==> src/rtl/fbdiv_pkg.sv <==
package fbdiv_pkg;
  // Divisor word width, swallow-field width and direct-counter width.
  localparam int DivW      = 16;
  localparam int SwallowW  = 4;
  localparam int DirectW   = 12;
  localparam int DirectMin = 5;

  // Derived limits: the swallow minimum is (2^S + 1) * 2^S.
  localparam int PreMod     = 1 << SwallowW;
  localparam int SwallowMin = (PreMod + 1) * PreMod;
  localparam int DirectMax  = (1 << DirectW) - 1;

  typedef enum logic [1:0] {
    MODE_DIRECT       = 2'd0,
    MODE_LOW_SWALLOW  = 2'd1,
    MODE_HIGH_SWALLOW = 2'd2
  } divModeE;

  typedef struct packed {
    divModeE           mode;
    logic [DivW-1:0]   value;
  } divCfgT;

  // Strobes from control to datapath.
  typedef struct packed {
    logic countEvent;   // one counted input event this cycle
    logic swallowMode;  // active mode uses the dual-modulus counter
  } dpStrobeT;
endpackage

==> src/rtl/fbdiv_ctrl.sv <==
module fbdiv_ctrl
  import fbdiv_pkg::*;
(
  input  logic            clk,
  input  logic            rst,
  input  logic            bandSel,
  input  logic            senseSel,
  input  logic            loadStrobe,
  input  logic [DivW-1:0] divisorIn,
  input  logic            hiEdge,
  input  logic            loEdge,
  input  logic            terminal,
  output dpStrobeT        strobes,
  output logic [DivW-1:0] reloadValue,
  output logic            cfgError
);
  localparam divCfgT ResetCfg = '{mode: MODE_DIRECT, value: DivW'(DirectMax)};

  divCfgT  requestCfg;
  divCfgT  pendingCfg;
  divModeE activeMode;
  logic    requestLegal;
  logic    halfPhase;

  // Decode the mode bits of the incoming control word.
  always_comb begin
    requestCfg.value = divisorIn;
    if (bandSel)       requestCfg.mode = MODE_HIGH_SWALLOW;
    else if (senseSel) requestCfg.mode = MODE_LOW_SWALLOW;
    else               requestCfg.mode = MODE_DIRECT;
  end

  // Each mode has its own legal range.
  always_comb begin
    case (requestCfg.mode)
      MODE_DIRECT:
        requestLegal = (divisorIn >= DivW'(DirectMin)) &&
                       (divisorIn <= DivW'(DirectMax));
      default:
        requestLegal = (divisorIn >= DivW'(SwallowMin));
    endcase
  end

  always_ff @(posedge clk) begin
    if (rst) begin
      pendingCfg <= ResetCfg;
      activeMode <= MODE_DIRECT;
      halfPhase  <= 1'b0;
      cfgError   <= 1'b0;
    end else begin
      if (loadStrobe) begin
        if (requestLegal) pendingCfg <= requestCfg;
        cfgError <= !requestLegal;
      end
      if (terminal) begin
        activeMode <= pendingCfg.mode;
        halfPhase  <= 1'b0;
      end else if (activeMode == MODE_HIGH_SWALLOW && hiEdge) begin
        halfPhase <= !halfPhase;
      end
    end
  end

  // The high band counts every second event (fixed divide-by-two).
  always_comb begin
    strobes.countEvent  = (activeMode == MODE_HIGH_SWALLOW) ? (hiEdge && halfPhase)
                                                            : loEdge;
    strobes.swallowMode = (activeMode != MODE_DIRECT);
    reloadValue         = pendingCfg.value;
  end
endmodule

==> src/rtl/fbdiv_datapath.sv <==
module fbdiv_datapath
  import fbdiv_pkg::*;
(
  input  logic            clk,
  input  logic            rst,
  input  dpStrobeT        strobes,
  input  logic [DivW-1:0] reloadValue,
  output logic            terminal,
  output logic            divPulse
);
  localparam int MainW = DivW - SwallowW;
  localparam int PreW  = SwallowW + 1;
  localparam logic [PreW-1:0] TopMod16 = PreW'(PreMod - 1);
  localparam logic [PreW-1:0] TopMod17 = PreW'(PreMod);

  logic [DirectW-1:0]  directLeft;
  logic [PreW-1:0]     preCount;
  logic [SwallowW-1:0] swallowLeft;
  logic [MainW-1:0]    mainLeft;
  logic                preWrap;
  logic                directDone;
  logic                swallowDone;

  // The prescaler runs at modulus 17 until the swallow count is spent.
  always_comb begin
    preWrap     = (preCount == ((swallowLeft != '0) ? TopMod17 : TopMod16));
    directDone  = (directLeft == '0);
    swallowDone = preWrap && (mainLeft == MainW'(1));
    terminal    = strobes.countEvent &&
                  (strobes.swallowMode ? swallowDone : directDone);
  end

  always_ff @(posedge clk) begin
    if (rst) begin
      directLeft  <= DirectW'(DirectMax - 1);
      preCount    <= '0;
      swallowLeft <= SwallowW'(DirectMax);
      mainLeft    <= MainW'(DirectMax >> SwallowW);
      divPulse    <= 1'b0;
    end else begin
      divPulse <= terminal;
      if (terminal) begin
        directLeft  <= DirectW'(reloadValue - DivW'(1));
        preCount    <= '0;
        swallowLeft <= reloadValue[SwallowW-1:0];
        mainLeft    <= reloadValue[DivW-1:SwallowW];
      end else if (strobes.countEvent) begin
        if (strobes.swallowMode) begin
          if (preWrap) begin
            preCount <= '0;
            mainLeft <= mainLeft - MainW'(1);
            if (swallowLeft != '0) swallowLeft <= swallowLeft - SwallowW'(1);
          end else begin
            preCount <= preCount + PreW'(1);
          end
        end else begin
          directLeft <= directLeft - DirectW'(1);
        end
      end
    end
  end
endmodule

==> src/rtl/fb_divider.sv <==
module fb_divider
  import fbdiv_pkg::*;
(
  input  logic            clk,
  input  logic            rst,
  input  logic            bandSel,
  input  logic            senseSel,
  input  logic            loadStrobe,
  input  logic [DivW-1:0] divisorIn,
  input  logic            hiEdge,
  input  logic            loEdge,
  output logic            divPulse,
  output logic            cfgError
);
  dpStrobeT        strobes;
  logic [DivW-1:0] reloadValue;
  logic            terminal;

  fbdiv_ctrl u_ctrl (
    .clk        (clk),
    .rst        (rst),
    .bandSel    (bandSel),
    .senseSel   (senseSel),
    .loadStrobe (loadStrobe),
    .divisorIn  (divisorIn),
    .hiEdge     (hiEdge),
    .loEdge     (loEdge),
    .terminal   (terminal),
    .strobes    (strobes),
    .reloadValue(reloadValue),
    .cfgError   (cfgError)
  );

  fbdiv_datapath u_datapath (
    .clk        (clk),
    .rst        (rst),
    .strobes    (strobes),
    .reloadValue(reloadValue),
    .terminal   (terminal),
    .divPulse   (divPulse)
  );
endmodule

==> config.mk <==
export PLATFORM = sky130hd
export DESIGN_NAME = fb_divider
export DESIGN_NICKNAME = d
export VERILOG_FILES = /design/src/rtl/fbdiv_pkg.sv /design/src/rtl/fbdiv_ctrl.sv /design/src/rtl/fbdiv_datapath.sv /design/src/rtl/fb_divider.sv
export SDC_FILE = /design/constraint.sdc
export NUM_CORES = 1
export LEC_CHECK = 0
export ABC_CLOCK_PERIOD_IN_PS = 6400
export BUFFER_PORTS_ARGS = -buffer_cell sky130_fd_sc_hd__buf_2
export CORE_ASPECT_RATIO = 1.75
export CORE_UTILIZATION = 50
export DETAILED_ROUTE_END_ITERATION = 12
export PLACE_DENSITY = 0.66
export SLEW_MARGIN = 40
export SYNTH_ARGS = -nofsm -noshare
export SYNTH_HDL_FRONTEND = slang
export SYNTH_SLANG_ARGS = --single-unit
==> constraint.sdc <==
create_clock -name clk -period 6.4 [get_ports clk]
set_input_delay 0.32 -clock clk [delete_from_list [all_inputs] [get_ports clk]]
set_output_delay 0.32 -clock clk [all_outputs]
set_load 0.01 [all_outputs]
# After elaboration in Yosys (flattened, before gate mapping)
# Index checks and enable logic that the tools add are counted.
word_totals:
  reg_bits: 56
  output_inout_bits: 2
  inputBits: 23
classes:
  add_sub_neg: 5
  mux: 19
  reduce_logical: 21
  n_lt_le_gt_ge: 3
  eq_ne: 4
ops:
  columns: ["cell", "count"]
  rows:
  - ["12-bit 2-to-1 mux", 7]
  - ["12-bit by 1-bit subtractor with 12-bit output (second input constant)", 3]
  - ["4-bit 2-to-1 mux", 5]
  - ["16-bit by 3-bit >= comparator with 1-bit output (second input constant)", 1]
  - ["16-bit by 9-bit >= comparator with 1-bit output (second input constant)", 1]
  - ["16-bit by 12-bit <= comparator with 1-bit output (second input constant)", 1]
  - ["12-bit by 1-bit equality test with 1-bit output (second input constant)", 1]
  - ["12-bit zero test", 1]
  - ["5-bit 2-to-1 mux", 2]
  - ["2-bit nonzero test", 5]
  - ["2-bit AND reduction", 3]
  - ["5-bit by 1-bit adder with 5-bit output (second input constant)", 1]
  - ["5-bit equality test", 1]
  - ["1-bit logical AND", 5]
  - ["1-bit 2-to-1 mux", 4]
  - ["4-bit AND reduction", 1]
  - ["4-bit nonzero test", 1]
  - ["4-bit by 1-bit subtractor with 4-bit output (second input constant)", 1]
  - ["3-bit AND reduction", 1]
  - ["2-bit equality test (second input constant)", 1]
  - ["1-bit zero test", 2]
  - ["2-bit zero test", 1]
  - ["2-bit 2-to-1 mux", 1]
  - ["2-bit != test (second input constant)", 1]
  - ["2-bit OR reduction", 1]

# Depth between registers and ports, before layout
# Gate-level depths: netlist of the first run.
logic_depth:
  depth_word: 8
  ltp_mapped: 18
  ltp_nobuf: 15

# Hierarchy
# A second synthesis of the first run with hierarchy kept.
hier_totals:
  hier_cells: 419
  hier_area_um2: 3428.3
by_module_without_submodules:
  columns: ["mod", "area_per_inst_um2", "cells_each", "seq_area_each_um2", "instances"]
  rows:
  - ["fbdiv_datapath", 2290.9, 296, 680.7, 1]
  - ["fbdiv_ctrl", 1137.3, 123, 440.4, 1]

# Least setup slack after synthesis of the first run
# OpenSTA, ideal clock, no wires.
synth_path:
  path_type: "reg-to-reg"
  start: "reg u_datapath.swallowLeft[0]"
  end: "reg u_datapath.directLeft[10]"
  stages_incl_launch_ff: 19
  arrival_time_ns: 4.098
  setup_ns: 0.125
  synth_period_minus_slack_ns: 4.224
  required_ns: 6.275
  setup_slack_ns: 2.176
  path_cell_list: "dfxtp_1 -> inv_1 -> ha_1 -> or3b_1 -> clkbuf_1 -> and3_1 -> clkbuf_1 -> o211a_2 -> nor2_1 -> buf_2 -> buf_2 -> mux2i_1 -> ha_1 -> or3b_2 -> or3_1 -> a2111oi_0 -> nand3_1 -> a21oi_1 -> o31ai_1"
synth_via:
  elab_chain_len: 8
  elab_cells_between_ends: 10
  cone_classes: "eq/ne (2); mux (3); reduce/logical (5)"
synth_rtl:
  columns: ["item", "line_no", "text"]
  rows:
  - ["start, declared", "fbdiv_datapath.sv:18", "logic [SwallowW-1:0] swallowLeft;"]
  - ["start signal, assigned", "fbdiv_datapath.sv:37", "swallowLeft <= SwallowW'(DirectMax);"]
  - ["start signal, assigned", "fbdiv_datapath.sv:45", "swallowLeft <= reloadValue[SwallowW-1:0];"]
  - ["start signal, assigned", "fbdiv_datapath.sv:52", "if (swallowLeft != '0) swallowLeft <= swallowLeft - SwallowW'(1);"]
  - ["4-bit nonzero test *", "fbdiv_datapath.sv:26", "preWrap = (preCount == ((swallowLeft != '0) ? TopMod17 : TopMod16));"]
  - ["5-bit 2-to-1 mux *", "fbdiv_datapath.sv:26", null]
  - ["5-bit equality test *", "fbdiv_datapath.sv:26", null]
  - ["1-bit logical AND *", "fbdiv_datapath.sv:28", "swallowDone = preWrap && (mainLeft == MainW'(1));"]
  - ["1-bit 2-to-1 mux *", "fbdiv_datapath.sv:30", "(strobes.swallowMode ? swallowDone : directDone);"]
  - ["1-bit logical AND *", "fbdiv_datapath.sv:29", "terminal = strobes.countEvent &&"]
  - ["2-bit != test (no source line) / 2-bit nonzero test (equally long branches)", null, null]
  - ["2-bit AND reduction (no source line)", null, null]
  - ["end signal, assigned", "fbdiv_datapath.sv:35", "directLeft <= DirectW'(DirectMax - 1);"]
  - ["end signal, assigned", "fbdiv_datapath.sv:43", "directLeft <= DirectW'(reloadValue - DivW'(1));"]
  - ["end signal, assigned", "fbdiv_datapath.sv:57", "directLeft <= directLeft - DirectW'(1);"]
  - ["end, declared", "fbdiv_datapath.sv:16", "logic [DirectW-1:0] directLeft;"]
# Mark *: on every way between the ends. The rest lies on a longest branch, timed or not.
# A chain may end at the register's enable or synchronous reset.

# Worst setup path after layout of the first run
# Same ends and word-level chain as after synthesis.

==> key figures, run 1 <==
Yosys
  – Cell type contributing the most total cell area after synthesis: sky130_fd_sc_hd__dfxtp_1
  – Synthesized area per cell: 8.13 um2
  – Most common flop cell mapped by yosys: sky130_fd_sc_hd__dfxtp_1
  – Post-synthesis instance area: 3170 um2
  – Leading post-synthesis cells by cell area: sky130_fd_sc_hd__dfxtp_1, sky130_fd_sc_hd__mux2i_1, sky130_fd_sc_hd__nand2_1
  – Number of distinct library cells after synthesis: 59
  – Share of Yosys cell area claimed by the top area cell type: 35.4%
  – Sequential-to-total area share from yosys stat: 35.4%
  – Total of warnings raised by yosys: 0
  – Syn Nets: 418
  – Post-synthesis instance total: 390
  – Share of synthesized registers carrying an async set or reset: 0%
  – Post-synthesis sequential element count: 56
  – Number of synthesized flops with an enable pin: 0

Floorplan
  – Initial standard-cell utilization of the core: 51.3%
  – Count of pins on the block boundary: 25
  – Total die area: 6680 um2
  – Height of the chip: 107 um
  – Die width: 62.2 um
  – Core Region: 6180 um2
  – Number of cell rows: 38

Worst setup path
  – Largest delay contributor family on the critical path: simple AND/OR/NAND/NOR gates
  – Worst Setup Start Kind: register
  – Worst stage delay on the critical path: 0.51 ns
  – Cell with the biggest individual delay on the critical path: sky130_fd_sc_hd__or3b_2
  – Maximum fanout encountered on the critical timing path: 19
  – Levels on crit path: 15
  – Kind of capture point of the worst setup path: register
  – Crit path kind: register to register
  – Cell occurring most often along the worst timing path: sky130_fd_sc_hd__ha_1
  – Sum of buffers and inverters on the critical path: 2
  – Number of cells traversed by the worst register-to-register path: 15
  – WP data required: 6.58 ns
  – Arrival time reported for the critical path endpoint: 4.67 ns
  – Cell-by-cell listing of the critical path: inv_1, ha_1, or3b_1, nor4_4, o211a_2, nor2_1, buf_4, a21boi_0, ha_1, or3b_2, or3_1, a2111oi_0, nand3_1, a21oi_1, o31ai_1

Run status
  – Status: finished clean

Routing
  – Wire length on met1: 3.59 mm
  – Detailed Route Iter0 Violations: 265
  – Via density per instance: 6.24
  – Average wire length per cell after detail routing: 18.3 um
  – Amount of wire on met3 after detailed routing: 437 um
  – DRC violation count after routing: 0
  – Routed wire length on met2: 4.66 mm
  – Number of optimization iterations in the first detailed-route pass: 4
  – Number of vias in the routed layout: 3053
  – Post-DRT Antenna Nets: 0
  – Aggregate routed wire length: 8.95 mm
  – Highest Signal Layer: met4

Global route
  – Largest net degree at the start of global routing: 37
  – Total gr overflow: 0
  – Antenna violations before repair: 0
  – Vias in the first global route: 3055
  – First-pass GRT wire length: 14.6 mm
  – Total global routing track utilization: 28.0%

Run
  – Maximum capacitance violations: 0

Timing
  – Setup repair after global routing missed its margin: no
  – Final hold slack: 0.224 ns
  – Actual transition at the worst max-transition pin: 0.724 ns
  – Final Hold Vio Count: 0
  – Setup-failing EPs final: 0
  – Tcrit/Tclk final: 70.2%
  – Fin. max-slew vios: 0
  – Worst-case headroom to the max-slew limit: 51.4%
  – Final critical path time including I/O delays and setup: 4.49 ns
  – Worst Clk Skew: 0.00615 ns
  – Fmax achieved: 222 MHz
  – Final sum of negative setup slack: 0 ns

Pwr
  – Internal power consumption: 499 uW
  – Pleak: 1.29 nW
  – Fraction of power spent switching nets: 24.9%
  – Combinational power share: 7.8%
  – Clk network pwr share: 36.5%
  – Sequential Power Share: 55.6%
  – Net Switching: 166 uW
  – Power density over the cells: 192 nW/um2
  – Peak ir drop on the vdd network: 0.194 mV

Clock network
  – Sinks on Clock Net: 56
  – Max Buffers Root-to-Sink: 2
  – Count of instances resized after the clock tree is built: 0
  – Setup fix buffers added after clock tree synthesis: 0
  – Total of hold buffers inserted after clock tree synthesis: 0
  – Clk pin slew, worst setup/hold paths: 0.11 ns
  – Clock buffer count from CTS: 5
  – Clk_lat worst skew: 0.32 ns
  – CTS tree: built
  – Maximum level of the CTS H-tree: 2
  – Clock root buffer: sky130_fd_sc_hd__clkbuf_8

Hold path
  – Depth of the worst hold-timing path: 3
  – Classification of the worst-slack hold path: input pin to register

Finish
  – Total inserted antenna cells: 0
  – Share of the core filled with cells in the final layout: 56.0%
  – Most frequent standard cell in the layout excluding fill and tap cells: sky130_fd_sc_hd__dfxtp_1
  – Layout cell share with drive strength beyond 1: 15.4%
  – Commonest cells after routing, fill and taps aside: sky130_fd_sc_hd__dfxtp_1, sky130_fd_sc_hd__nand2_1, sky130_fd_sc_hd__nor2_1, sky130_fd_sc_hd__a21oi_1, sky130_fd_sc_hd__nand3_1
  – Number of filler instances in the final layout: 641
  – Area growth from synthesis to layout: 9.16%
  – Total Nets Final: 436

Place
  – Buffers on Ports: 24
  – Weighted congestion at the end of routability-driven global placement: 0.928
  – HPWL after DPL: 6.58 mm
==> through the flow <==
| step | power (mW) | instances | instance area [um2] | setup WS (ns) |
|---|---|---|---|---|
| after floorplan | 0.407 | 390 | 3170 | 2.18 |
| after global placement | 0.428 | 481 | 3340 | 2.09 |
| after detailed placement | 0.429 | 481 | 3340 | 1.99 |
| after CTS | 0.669 | 489 | 3450 | 1.95 |
| after global routing | 0.687 | 489 | 3460 | 1.64 |
| final | 0.664 | 489 | 3460 | 1.91 |
==> metal layers <==
layer  up-vias  track usage, %
met1      1451            30.1
met3        19            3.18
met2        90            54.4
met5         -               0
met4         0            11.1
li1       1493               -
==> power groups by stage <==
stage | clock, mW | combinational, mW | sequential [mW]
detailed placement | 0 | 0.0516 | 0.377
finish | 0.243 | 0.0520 | 0.369
floorplan | 0 | 0.0345 | 0.373
global placement | 0 | 0.0512 | 0.377
CTS | 0.248 | 0.0518 | 0.369
global route | 0.260 | 0.0567 | 0.370
==> area by class of cell <==
cell class,instances,area [um2],share of cell area [%]
inverters,10,37.5,1.08
clock inverters,2,38.8,1.12
well taps,80,100,2.89
repair buffers,29,158,4.56
multi-input cells,306,1930,55.9
clock buffers,6,72.6,2.10
flip-flops and latches,56,1120,32.4
==> state kept, by name (all words and copies together), names as in the netlist <==
name	count
u_datapath.directLeft	12
u_datapath.mainLeft	12
u_datapath.preCount	5
u_ctrl.reloadValue	16
u_ctrl.activeMode	2
u_datapath.swallowLeft	4
u_ctrl.pendingCfg	2
u_ctrl.cfgError	1
u_ctrl.halfPhase	1
u_datapath.divPulse	1
==> worst reg2reg max path: stages, from the launching register on <==
cell and delay (ns):
sky130_fd_sc_hd__dfxtp_1 0.33, sky130_fd_sc_hd__inv_1 0.07, sky130_fd_sc_hd__ha_1 0.20, sky130_fd_sc_hd__or3b_1 0.49, sky130_fd_sc_hd__nor4_4 0.40, sky130_fd_sc_hd__o211a_2 0.35
sky130_fd_sc_hd__nor2_1 0.10, sky130_fd_sc_hd__buf_4 0.21, sky130_fd_sc_hd__a21boi_0 0.20, sky130_fd_sc_hd__ha_1 0.30, sky130_fd_sc_hd__or3b_2 0.51, sky130_fd_sc_hd__or3_1 0.39
sky130_fd_sc_hd__a2111oi_0 0.42, sky130_fd_sc_hd__nand3_1 0.12, sky130_fd_sc_hd__a21oi_1 0.16, sky130_fd_sc_hd__o31ai_1 0.10
==> final timing paths <==
path	start	to	slack, ns
setup / recovery	u_datapath.swallowLeft[0]	u_datapath.directLeft[10]	1.91
hold / removal	divisorIn[0]	u_ctrl.reloadValue[0]	0.22
setup reg to reg	u_datapath.swallowLeft[0]	u_datapath.directLeft[10]	1.91
hold reg to reg	u_ctrl.pendingCfg[16]	u_ctrl.pendingCfg[16]	0.49
==> cells by family after synthesis <==
| family | share of synthesized area (%) |
|---|---|
| simple gates | 28.5 |
| compound gates | 20.0 |
| flops | 35.4 |
| buf+inv | 3.99 |
| mux | 7.06 |
| xor+xnor | 3.04 |
| fa+ha+maj | 1.97 |
==> cells in the mapped netlist, types with 8 or more instances <==
master and instances:
sky130_fd_sc_hd__nor4_1 10, sky130_fd_sc_hd__nor3_1 17, sky130_fd_sc_hd__inv_1 9, sky130_fd_sc_hd__o211ai_1 10
sky130_fd_sc_hd__a21oi_1 27, sky130_fd_sc_hd__a31o_2 8, sky130_fd_sc_hd__nand2_1 39, sky130_fd_sc_hd__clkbuf_1 9
sky130_fd_sc_hd__nand3_1 25, sky130_fd_sc_hd__nor2_1 37, sky130_fd_sc_hd__dfxtp_1 56, sky130_fd_sc_hd__or3_1 9
sky130_fd_sc_hd__o21ai_0 14, sky130_fd_sc_hd__mux2i_1 19
No activity file was read; power rests on OpenSTA's default activity.
==> run 2, diff against run 1 <==
- ABC_CLOCK_PERIOD_IN_PS: 6400 -> 3900
- PLACE_DENSITY: 0.66 -> 0.69
- clock period: 6.4 -> 3.9 ns (I/O delays scaled with it)
==> run 2 against run 1 <==
Via count up 2.7%. Final cell count up 2.0%. Cell area up 3.4%. Routed wire length up 2.9%. Total power up 55%. Combinational power up 76%. Non-clock buffer count up 10. Sequential cell count unchanged. Clock-buffer cell count down 1. Clock power up 37%. First-iteration DRC count down 18%. Core utilization up 1.9 points. Critical endpoint unchanged.
==> key figures, run 2 (synthesis results as in run 1) <==
Floorplan
  – Count of pins on the block boundary: 25
  – Number of cell rows: 38
  – Core Region: 6180 um2
  – Total die area: 6680 um2
  – Die width: 62.2 um
  – Height of the chip: 107 um
  – Initial standard-cell utilization of the core: 51.3%

Timing
  – Final sum of negative setup slack: 0 ns
  – Setup-failing EPs final: 0
  – Worst setup slack after layout: 0.185 ns
  – Tcrit/Tclk final: 95.3%
  – Worst Clk Skew: 0.00704 ns
  – Final critical path time including I/O delays and setup: 3.71 ns
  – Worst-case headroom to the max-slew limit: 47.5%
  – Actual transition at the worst max-transition pin: 0.780 ns
  – Fmax achieved: 269 MHz
  – Fin. max-slew vios: 0
  – Setup repair after global routing missed its margin: no
  – Final Hold Vio Count: 0

Place
  – Total cell area at the placement stage: 3430 um2
  – HPWL after DPL: 6.68 mm
  – Buffers on Ports: 24
  – Weighted congestion at the end of routability-driven global placement: 0.911
  – Post-Place Worst Slack: 0.117 ns

Routing
  – Number of optimization iterations in the first detailed-route pass: 5
  – Aggregate routed wire length: 9.20 mm
  – DRC violation count after routing: 0
  – Average wire length per cell after detail routing: 18.4 um
  – Via density per instance: 6.28
  – Number of vias in the routed layout: 3135
  – Post-DRT Antenna Nets: 0
  – Detailed Route Iter0 Violations: 217

Global route
  – Antenna violations before repair: 0
  – Met2 usage in global routing: 51.5%
  – Largest net degree at the start of global routing: 37
  – Total gr overflow: 0
  – Vias in the first global route: 3084
  – Layer with the highest usage: met2
  – GR Util met1: 30.2%
  – Total global routing track utilization: 28.4%
  – First-pass GRT wire length: 14.7 mm
  – Global Route met3 Usage: 3.39%

Worst setup path
  – Kind of capture point of the worst setup path: register
  – Worst Setup Start Kind: register
  – WP data required: 4.14 ns
  – Cell occurring most often along the worst timing path: sky130_fd_sc_hd__or4_4
  – Arrival time reported for the critical path endpoint: 3.95 ns
  – Crit path kind: register to register
  – Maximum fanout encountered on the critical timing path: 5
  – Cell-by-cell listing of the critical path: or4_4, or4_4, nor2_2, nor2_4, mux2i_2, ha_2, or3b_4, or3_4, nor3_1, nor2_1, mux2_2, o31ai_2
  – Largest delay contributor family on the critical path: simple AND/OR/NAND/NOR gates
  – Worst stage delay on the critical path: 0.56 ns
  – Sum of buffers and inverters on the critical path: 0
  – Cell with the biggest individual delay on the critical path: sky130_fd_sc_hd__or4_4

Finish
  – Layout cell share with drive strength beyond 1: 20.0%
  – Share of the core filled with cells in the final layout: 57.9%
  – Number of filler instances in the final layout: 607
  – Area growth from synthesis to layout: 12.8%
  – Total Nets Final: 446
  – Max FFs per register: 16
  – Non-Filler Cell Area, Final: 3580 um2
  – Commonest cells after routing, fill and taps aside: sky130_fd_sc_hd__dfxtp_1, sky130_fd_sc_hd__nand2_1, sky130_fd_sc_hd__nor2_1, sky130_fd_sc_hd__a21oi_1, sky130_fd_sc_hd__nand3_1
  – Total inserted antenna cells: 0
  – Most frequent standard cell in the layout excluding fill and tap cells: sky130_fd_sc_hd__dfxtp_1

Clock network
  – Clock buffer count from CTS: 5
  – Clk pin slew, worst setup/hold paths: 0.10 ns
  – Sinks on Clock Net: 56
  – Clk_lat worst skew: 0.32 ns
  – CTS tree: built
  – Total of hold buffers inserted after clock tree synthesis: 0
  – Maximum level of the CTS H-tree: 2
  – Max Buffers Root-to-Sink: 2
  – Clock root buffer: sky130_fd_sc_hd__clkbuf_8

Pwr
  – Power density over the cells: 289 nW/um2
  – Peak ir drop on the vdd network: 0.208 mV
  – Pleak: 1.35 nW

Hold path
  – Classification of the worst-slack hold path: input pin to register

Run status
  – Status: finished clean

Run
  – Maximum capacitance violations: 0
==> run 2: cell types whose count changed in the layout (fill, tap and decap cells not counted), moves of 2 or more <==
cell,before,now
sky130_fd_sc_hd__buf_4,5,15
sky130_fd_sc_hd__ha_1,5,3
sky130_fd_sc_hd__ha_2,0,2
sky130_fd_sc_hd__nor2_1,37,35
sky130_fd_sc_hd__or3b_4,0,2
==> run 2: final timing paths <==
check,slack (ns),start,endpoint,depth (start not counted)
hold reg to reg,0.48,u_ctrl.pendingCfg[17],u_ctrl.activeMode[1],2
setup / recovery,0.19,u_datapath.directLeft[0],u_datapath.directLeft[10],12
setup reg to reg,0.19,u_datapath.directLeft[0],u_datapath.directLeft[10],12
hold / removal,0.09,divisorIn[7],u_ctrl.reloadValue[7],3
==> run 2: worst register-to-register path: cells and delay by family (launching register included) <==
| kind | cells | cell delay (ns) |
|---|---|---|
| AND/OR/NAND/NOR | 8 | 2.37 |
| multiplexers | 2 | 0.44 |
| flip-flops | 1 | 0.36 |
| AO/OA/AOI/OAI | 1 | 0.24 |
| adder cells (fa/ha/maj) | 1 | 0.23 |
==> run 2: routing by layer <==
layer  vias to the layer above  part of all wire (%)  routed length, um
li1                       1507                     -                  -
met1                      1479                    39               3550
met2                       112                    52               4790
met3                        37                   3.7                345
met4                         0                   5.7                524
met5                         -                     0                  0
==> run 2: timing repair <==
item / in CTS / in global routing
endpoints found under the setup margin: 0 / 2
gates resized for setup: 0 / 11
setup buffers: 0 / 2
hold endpoints to repair: 0 / 0
==> run 2: where the power goes <==
| group | total (mW) | leakage [nW] | switching, mW | internal [mW] |
|---|---|---|---|---|
| sequential | 0.608 | 0.456 | 0.0208 | 0.587 |
| clock | 0.333 | 0.0445 | 0.205 | 0.128 |
| combinational | 0.0914 | 0.847 | 0.0499 | 0.0416 |
| total | 1.03 | 1.35 | 0.276 | 0.756 |
==> run 2: metrics by stage <==
stage | power [mW] | hold WS, ns | cells
global placement | 0.707 | 0.420 | 489
floorplan | 0.668 | 0.324 | 390
finish | 1.03 | 0.0948 | 499
detailed placement | 0.708 | 0.427 | 489
CTS | 1.04 | 0.0841 | 497
global route | 1.07 | 0.0831 | 499
==> run 2: area by class of cell <==
class / instances / area, um2 / area share (%)
multi-input cells: 306 / 2000 / 55.8
flip-flops and latches: 56 / 1120 / 31.3
repair buffers: 39 / 233 / 6.51
well taps: 80 / 100 / 2.80
clock buffers: 5 / 68.8 / 1.92
inverters: 10 / 37.5 / 1.05
clock inverters: 3 / 21.3 / 0.595
